`config.mk`:
```
export PLATFORM = sky130hd
export DESIGN_NAME = mcast_hash_filter
export DESIGN_NICKNAME = d
export VERILOG_FILES = /design/src/rtl/mhf_pkg.sv /design/src/rtl/mhf_crc_acc.sv /design/src/rtl/mhf_cfg_regs.sv /design/src/rtl/mhf_decide.sv /design/src/rtl/mcast_hash_filter.sv
export SDC_FILE = /design/constraint.sdc
export NUM_CORES = 1
export LEC_CHECK = 0
export BUFFER_PORTS_ARGS = -buffer_cell sky130_fd_sc_hd__buf_2
export CAP_MARGIN = 20
export CELL_PAD_IN_SITES_DETAIL_PLACEMENT = 2
export CELL_PAD_IN_SITES_GLOBAL_PLACEMENT = 2
export CORE_MARGIN = 1
export CORE_UTILIZATION = 36
export DETAILED_ROUTE_END_ITERATION = 10
export GPL_ROUTABILITY_DRIVEN = 0
export MAX_ROUTING_LAYER = met4
export PLACE_DENSITY_LB_ADDON = 0.1
export SYNTH_ARGS = -nofsm -noshare
export SYNTH_HDL_FRONTEND = slang
export SYNTH_SLANG_ARGS = --single-unit
```
`constraint.sdc`:
```
create_clock -name clk -period 3.2 [get_ports clk]
set_input_delay 0.64 -clock clk [delete_from_list [all_inputs] [get_ports clk]]
set_output_delay 0.64 -clock clk [all_outputs]
set_load 0.02 [all_outputs]
```
`src/rtl/mhf_pkg.sv`:
```
package mhf_pkg;
  localparam logic [7:0] OFS_CAP = 8'h04;
  localparam logic [7:0] OFS_CTL = 8'h08;
  localparam logic [7:0] OFS_TBL = 8'h10;

  // control register layout: bit2 hash_en, bit1 pass_mc, bit0 promisc
  typedef struct packed {
    logic hash_en;
    logic pass_mc;
    logic promisc;
  } ctl_t;

  // one byte of reflected CRC-32, LSB of the byte first
  function automatic logic [31:0] crc_byte(input logic [31:0] c, input logic [7:0] d);
    logic [31:0] r;
    r = c;
    for (int i = 0; i < 8; i++)
      r = (r[0] ^ d[i]) ? ((r >> 1) ^ 32'hEDB88320) : (r >> 1);
    return r;
  endfunction
endpackage

```
`src/rtl/mhf_crc_acc.sv`:
```
module mhf_crc_acc #(
  parameter int ADDR_BYTES = 6
) (
  input  logic        clk,
  input  logic        rst,
  input  logic        da_valid,
  input  logic        da_sof,
  input  logic [7:0]  da_byte,
  output logic        busy,
  output logic        done,
  output logic [31:0] crc_final,
  output logic        is_mcast,
  output logic        is_bcast
);
  import mhf_pkg::*;
  localparam int CNT_W = $clog2(ADDR_BYTES + 1);

  logic             in_frame;
  logic [CNT_W-1:0] cnt;
  logic [31:0]      crc;
  logic             mc_r, bc_r;
  logic             take;

  assign take      = da_valid && (da_sof || in_frame);
  assign crc_final = crc_byte(da_sof ? 32'hFFFF_FFFF : crc, da_byte);
  assign done      = da_valid && !da_sof && in_frame && (cnt == CNT_W'(ADDR_BYTES - 1));
  assign busy      = in_frame || (da_valid && da_sof);
  assign is_mcast  = mc_r;
  assign is_bcast  = bc_r && (&da_byte);

  always_ff @(posedge clk) begin
    if (rst) begin
      in_frame <= 1'b0;
      cnt      <= '0;
      crc      <= '1;
      mc_r     <= 1'b0;
      bc_r     <= 1'b0;
    end else if (take) begin
      crc <= crc_final;
      if (da_sof) begin
        in_frame <= 1'b1;
        cnt      <= CNT_W'(1);
        mc_r     <= da_byte[0];
        bc_r     <= &da_byte;
      end else begin
        cnt  <= cnt + CNT_W'(1);
        bc_r <= bc_r && (&da_byte);
        if (done) in_frame <= 1'b0;
      end
    end
  end
endmodule

```
`src/rtl/mhf_cfg_regs.sv`:
```
module mhf_cfg_regs #(
  parameter int TBL_BITS = 64,
  parameter int AW       = 8
) (
  input  logic                clk,
  input  logic                rst,
  input  logic                reg_wr,
  input  logic [AW-1:0]       reg_addr,
  input  logic [31:0]         reg_wdata,
  output logic [31:0]         reg_rdata,
  input  logic                busy,
  output mhf_pkg::ctl_t       act_ctl,
  output logic [TBL_BITS-1:0] act_tbl
);
  import mhf_pkg::*;
  localparam int WORDS = TBL_BITS / 32;
  localparam int IDX_W = $clog2(TBL_BITS);
  localparam logic [1:0] CAP_CODE = 2'(IDX_W - 5);

  ctl_t                   sh_ctl;
  logic [WORDS-1:0][31:0] sh_words;

  always_ff @(posedge clk) begin
    if (rst) begin
      sh_ctl   <= '0;
      sh_words <= '0;
    end else if (reg_wr) begin
      if (reg_addr == AW'(OFS_CTL)) sh_ctl <= ctl_t'(reg_wdata[2:0]);
      for (int w = 0; w < WORDS; w++)
        if (reg_addr == AW'(OFS_TBL) + AW'(4 * w)) sh_words[w] <= reg_wdata;
    end
  end

  always_ff @(posedge clk) begin
    if (rst) begin
      act_ctl <= '0;
      act_tbl <= '0;
    end else if (!busy) begin
      act_ctl <= sh_ctl;
      act_tbl <= sh_words;
    end
  end

  always_ff @(posedge clk) begin
    if (rst) reg_rdata <= '0;
    else begin
      reg_rdata <= '0;
      if (reg_addr == AW'(OFS_CAP)) reg_rdata <= {6'd0, CAP_CODE, 24'd0};
      if (reg_addr == AW'(OFS_CTL)) reg_rdata <= {29'd0, sh_ctl};
      for (int w = 0; w < WORDS; w++)
        if (reg_addr == AW'(OFS_TBL) + AW'(4 * w)) reg_rdata <= sh_words[w];
    end
  end


  act_frozen_chk: assert property (@(posedge clk) disable iff (rst)
    busy |=> ($stable(act_ctl) && $stable(act_tbl)));
endmodule

```
`src/rtl/mhf_decide.sv`:
```
module mhf_decide #(
  parameter int TBL_BITS = 64
) (
  input  logic                clk,
  input  logic                rst,
  input  logic                done,
  input  logic [31:0]         crc_final,
  input  logic                is_mcast,
  input  logic                is_bcast,
  input  logic                ucast_match,
  input  mhf_pkg::ctl_t       act_ctl,
  input  logic [TBL_BITS-1:0] act_tbl,
  output logic                dec_valid,
  output logic                dec_accept
);
  localparam int IDX_W = $clog2(TBL_BITS);

  logic [31:0]      rev;
  logic [IDX_W-1:0] idx;
  logic             hit, verdict;

  always_comb begin
    for (int k = 0; k < 32; k++) rev[k] = ~crc_final[31 - k];
  end
  assign idx = rev[31 -: IDX_W];
  assign hit = act_tbl[idx];
  assign verdict = is_bcast || act_ctl.promisc ||
                   (is_mcast ? (act_ctl.pass_mc || (act_ctl.hash_en && hit)) : ucast_match);

  always_ff @(posedge clk) begin
    if (rst) begin
      dec_valid  <= 1'b0;
      dec_accept <= 1'b0;
    end else begin
      dec_valid <= done;
      if (done) dec_accept <= verdict;
    end
  end


  promisc_pass_chk: assert property (@(posedge clk) disable iff (rst)
    (done && act_ctl.promisc) |=> (dec_valid && dec_accept));

  bcast_pass_chk: assert property (@(posedge clk) disable iff (rst)
    (done && is_bcast) |=> dec_accept);

  pass_mc_chk: assert property (@(posedge clk) disable iff (rst)
    (done && is_mcast && act_ctl.pass_mc) |=> dec_accept);

  ucast_drop_chk: assert property (@(posedge clk) disable iff (rst)
    (done && !is_mcast && !act_ctl.promisc && !ucast_match) |=> !dec_accept);
endmodule

```
`src/rtl/mcast_hash_filter.sv`:
```
module mcast_hash_filter #(
  parameter int TBL_BITS   = 64,
  parameter int ADDR_BYTES = 6
) (
  input  logic        clk,
  input  logic        rst,
  input  logic        reg_wr,
  input  logic [7:0]  reg_addr,
  input  logic [31:0] reg_wdata,
  output logic [31:0] reg_rdata,
  input  logic        da_valid,
  input  logic        da_sof,
  input  logic [7:0]  da_byte,
  input  logic        ucast_match,
  output logic        dec_valid,
  output logic        dec_accept
);
  import mhf_pkg::*;

  logic                busy, done, is_mcast, is_bcast;
  logic [31:0]         crc_final;
  ctl_t                act_ctl;
  logic [TBL_BITS-1:0] act_tbl;

  mhf_crc_acc #(.ADDR_BYTES(ADDR_BYTES)) u_crc (
    .clk(clk), .rst(rst), .da_valid(da_valid), .da_sof(da_sof), .da_byte(da_byte),
    .busy(busy), .done(done), .crc_final(crc_final),
    .is_mcast(is_mcast), .is_bcast(is_bcast));

  mhf_cfg_regs #(.TBL_BITS(TBL_BITS), .AW(8)) u_regs (
    .clk(clk), .rst(rst), .reg_wr(reg_wr), .reg_addr(reg_addr),
    .reg_wdata(reg_wdata), .reg_rdata(reg_rdata), .busy(busy),
    .act_ctl(act_ctl), .act_tbl(act_tbl));

  mhf_decide #(.TBL_BITS(TBL_BITS)) u_dec (
    .clk(clk), .rst(rst), .done(done), .crc_final(crc_final),
    .is_mcast(is_mcast), .is_bcast(is_bcast), .ucast_match(ucast_match),
    .act_ctl(act_ctl), .act_tbl(act_tbl),
    .dec_valid(dec_valid), .dec_accept(dec_accept));


  single_pulse_chk: assert property (@(posedge clk) disable iff (rst)
    dec_valid |=> !dec_valid);
endmodule

```
==> metrics.log <==
INFO  metric run_status = complete, no violations
INFO  metric worst-endpoint-arrival = between 3 and 4 ns
INFO  metric cts-root-to-sink-buffers = 3
INFO  metric core_area = 24500 um2
INFO  metric drive_above_1_share = 16.4%
INFO  metric area_growth = 18.5%
INFO  metric detail_route.wl_per_cell = 19.1 um
INFO  metric numCtsBuffers = 24
INFO  metric hold_path.startpoint = reg_wdata[15]
INFO  metric combPwrFrac = 19.1%
INFO  metric worst_pin_slew = 0.685 ns
INFO  metric synth.cell_area = 9010 um2
INFO  metric power_density = ~620 nW/um2
INFO  metric ys_types = 49
INFO  metric post_cts_clock_slew_at_the_launch_and_capture_registers_of_the_worst_setup_and_hold_paths = about 0.06 ns
INFO  metric area.sequential = 4120 um2
INFO  metric synth.ff_latch_count = around 200
INFO  metric finish.utilization = 43.7%
INFO  metric drc = 0
INFO  metric cts_tree = done
INFO  metric full_die_area = 25700 um2
INFO  metric via_count = 7584
INFO  metric final-max-slew-violation-count = 0
INFO  metric clkPwrFrac = roughly two fifths
INFO  metric grt_setup_unrepaired = false
INFO  metric finalSetupTns = 0 ns
INFO  metric leakagePower = 0.00396 uW
INFO  metric cts_post_setup_buffers_inserted = 0
INFO  metric period_share = 84.1%
INFO  metric grt-ovfl-total = 0
INFO  metric achievable-frequency = 372 MHz
INFO  metric max-vdd-ir-drop = 0.370 mV
INFO  metric sequentialPowerShare = 40.4%
INFO  metric drt_pre_antenna_iters = 4
INFO  metric critical_path_required = 3.61 ns
INFO  metric wl = around 28000 um
INFO  metric grt_first_pass_wirelength = 45000 um
INFO  metric cp_top_family = multiplexers
INFO  metric startpoint_type = register
INFO  metric critical_path.slowest_cell = sky130_fd_sc_hd__dfxtp_1
INFO  metric clk_root_buffer_cell = sky130_fd_sc_hd__clkbuf_16
INFO  metric cts_hold_buffers = 0
INFO  metric overall_track_demand_over_capacity_in_global_routing = 22.6%
INFO  metric nFillCells = 2740
INFO  metric num-nets-final = 1188
INFO  metric cell_internal_pwr = 4800 uW
INFO  metric detailedPlacementHpwl = 19200 um
INFO  metric switching_share = 27.5%
INFO  metric hold_ws = 0.367 ns
INFO  metric critical_path_startpoint = u_crc.crc[2]
INFO  metric top_level_pins = 88
INFO  metric worstSkewPairLatency = 0.52 ns
INFO  metric report.final.setup_viol = 0
INFO  metric cp-end-kind = register
INFO  metric grt_max_degree = 78
INFO  metric dr.first_iter.drc_count = 420
INFO  metric hold_viol_final = 0
INFO  metric skew = 0.0134 ns
INFO  metric synth_area_per_cell = 8.51 um2
INFO  metric grt_pass1_vias = 8165
INFO  metric cts.htree.levels = 1
INFO  metric number_of_antenna_violations_at_the_first_check_in_global_routing = 1
INFO  metric timing.slew.headroom = 54.0%
INFO  metric die_height = around 160 um
INFO  metric ys_seq_area_share = between 40% and 50%
INFO  metric synthArstFlopShare = 0%
INFO  metric port_buffers = 87
INFO  metric critical_path.max_stage_delay = 0.43 ns
INFO  metric drv_cap = 0
INFO  metric cell_with_the_most_instances_on_the_worst_path = sky130_fd_sc_hd__mux2i_1
INFO  metric yosys_warnings = 0
INFO  metric viasPerCell = 5.16
INFO  metric timing.rr.start = u_crc.crc[2]
INFO  metric criticalPathCategory = register to register
INFO  metric cts.sink_count = 206
INFO  metric power.switching = 1820 uW
INFO  metric yosys_most_used_dff = sky130_fd_sc_hd__dfxtp_1
INFO  metric fp-row-count = 57
INFO  metric synth.net_count = 1115
INFO  metric critical_path.cell_chain = buf_4 -> xnor2_1 -> mux2i_1 -> xor2_2 -> buf_4 -> mux2i_1 -> mux2i_1 -> mux2i_1 -> nor3_1 -> nor4_1 -> o31ai_1
INFO  metric cts-resized-gates = 0
INFO  metric critical_path.n_buffers_inverters = 2
INFO  metric fin_crit = 2.69 ns
INFO  metric floorplan.initialDensity = around 37%
INFO  metric drtAntennaViolNets = 0
INFO  metric floorplan.die.width = 160 um
INFO  metric area_of_the_multi_input_gates = 4500 um2
INFO  metric hold_path_class = primary input to register
INFO  metric synthesis.instances = between 1000 and 1500
INFO  metric synth-edff-count = 0
INFO  metric path_max_fanout = 13
-- cell usage after synthesis, types with 3 or more instances --
cell                       number  share of area (%)
sky130_fd_sc_hd__a211o_1       30                2.9
sky130_fd_sc_hd__o21ai_0        6               0.33
sky130_fd_sc_hd__nand3_1        6               0.33
sky130_fd_sc_hd__mux2i_1       31                3.4
sky130_fd_sc_hd__buf_6          5               0.62
sky130_fd_sc_hd__xor2_2         3               0.54
sky130_fd_sc_hd__mux4_2         5                1.2
sky130_fd_sc_hd__a22oi_1       29                2.4
sky130_fd_sc_hd__inv_1          4               0.17
sky130_fd_sc_hd__xnor3_1        3               0.75
sky130_fd_sc_hd__nor2_1        98                4.1
sky130_fd_sc_hd__clkbuf_8       3               0.46
sky130_fd_sc_hd__a21oi_1      143                7.9
sky130_fd_sc_hd__buf_2          4               0.22
sky130_fd_sc_hd__dfxtp_1      206                 46
sky130_fd_sc_hd__mux4_1         4                1.2
sky130_fd_sc_hd__nand2_1      278                 12
sky130_fd_sc_hd__xnor2_1       61                5.9
sky130_fd_sc_hd__buf_1          3               0.12
sky130_fd_sc_hd__xnor2_2        3               0.54
sky130_fd_sc_hd__xor2_1        17                1.7
sky130_fd_sc_hd__a222oi_1       3               0.33
sky130_fd_sc_hd__clkbuf_1      66                2.7
sky130_fd_sc_hd__nor2b_1        7               0.49
sky130_fd_sc_hd__or3_1          4               0.28
sky130_fd_sc_hd__nor3_1         5               0.28
-- worst register-to-register path, cell delays in order, from the launching register on --
cell and delay (ns):
sky130_fd_sc_hd__dfxtp_1 0.43, sky130_fd_sc_hd__buf_4 0.21, sky130_fd_sc_hd__xnor2_1 0.20, sky130_fd_sc_hd__mux2i_1 0.41
sky130_fd_sc_hd__xor2_2 0.20, sky130_fd_sc_hd__buf_4 0.25, sky130_fd_sc_hd__mux2i_1 0.22, sky130_fd_sc_hd__mux2i_1 0.09
sky130_fd_sc_hd__mux2i_1 0.15, sky130_fd_sc_hd__nor3_1 0.07, sky130_fd_sc_hd__nor4_1 0.27, sky130_fd_sc_hd__o31ai_1 0.09
-- per-layer routing --
layer | part of all wire [%] | GRT usage (%)
met2 | 47 | 37.5
met5 | 0 | -
met3 | 3.2 | 2.78
met4 | 1.5 | 4.72
met1 | 48 | 29.5
-- placed cells by master (no fill, tap or decap), types with 6 or more instances in the layout --
| cell type | instances |
|---|---|
| sky130_fd_sc_hd__a211o_1 | 30 |
| sky130_fd_sc_hd__xnor2_1 | 61 |
| sky130_fd_sc_hd__nand3_1 | 6 |
| sky130_fd_sc_hd__buf_12 | 8 |
| sky130_fd_sc_hd__buf_2 | 86 |
| sky130_fd_sc_hd__mux2i_1 | 31 |
| sky130_fd_sc_hd__nand2_1 | 278 |
| sky130_fd_sc_hd__o21ai_0 | 6 |
| sky130_fd_sc_hd__nor2b_1 | 7 |
| sky130_fd_sc_hd__buf_4 | 35 |
| sky130_fd_sc_hd__clkbuf_8 | 6 |
| sky130_fd_sc_hd__dfxtp_1 | 206 |
| sky130_fd_sc_hd__clkbuf_16 | 24 |
| sky130_fd_sc_hd__nor2_1 | 98 |
| sky130_fd_sc_hd__a22oi_1 | 29 |
| sky130_fd_sc_hd__a21oi_1 | 142 |
| sky130_fd_sc_hd__xor2_1 | 17 |
-- sequential cells by signal, summed over array words and instances (netlist names) --
name              flops
u_regs.act_ctl        3
u_crc.in_frame        1
u_dec.dec_valid       1
u_crc.crc            32
u_regs.sh_words      64
u_crc.cnt             3
u_dec.dec_accept      1
u_crc.bc_r            1
u_regs.sh_ctl         3
u_regs.act_tbl       64
u_regs.reg_rdata     32
u_crc.is_mcast        1
-- final timing paths --
kind | slack (ns) | endpoint | cells past startpoint
worst max-delay path | 0.51 | u_dec.dec_accept | 11
worst min register to register | 0.46 | u_regs.act_tbl[36] | 2
worst max register to register | 0.51 | u_dec.dec_accept | 11
worst min-delay path | 0.37 | u_regs.sh_words[15] | 3
-- stage by stage --
stage | cell area (um2) | power [uW] | setup WS, ns | instances
2_1_floorplan | 9010 | 3640 | 0.269 | 1059
3_3_place_gp | 9910 | 3960 | 0.189 | 1430
3_5_place_dp | 9910 | 3990 | 0.105 | 1430
4_1_cts | 10700 | 6700 | 0.465 | 1470
5_1_grt | 10700 | 6900 | 0.270 | 1471
6_report | 10700 | 6610 | 0.509 | 1471
-- layout make-up --
cell class	instances	area share [%]
clock buffers	34	6.54
multi-input cells	766	42.2
clock inverters	6	0.644
diodes	1	0.0234
flip-flops and latches	206	38.6
well taps	324	3.80
repair buffers	130	8.09
inverters	4	0.141
-- power groups by stage --
stage	Combinational, uW	Sequential [uW]	Clock, uW
floorplan	931	2700	0
global placement	1230	2730	0
detailed placement	1260	2730	0
CTS	1280	2670	2750
global route	1370	2680	2850
finish	1260	2670	2680
-- logic make-up after synthesis --
family | count (synthesis) | share of synthesized area (%)
simple gates | 415 | 18.4
compound gates | 218 | 14.5
flops | 206 | 45.7
xor+xnor | 90 | 10.3
buf+inv | 87 | 4.65
mux | 41 | 6.11
fa+ha+maj | 2 | 0.278
(Power assumes the default switching activity.)
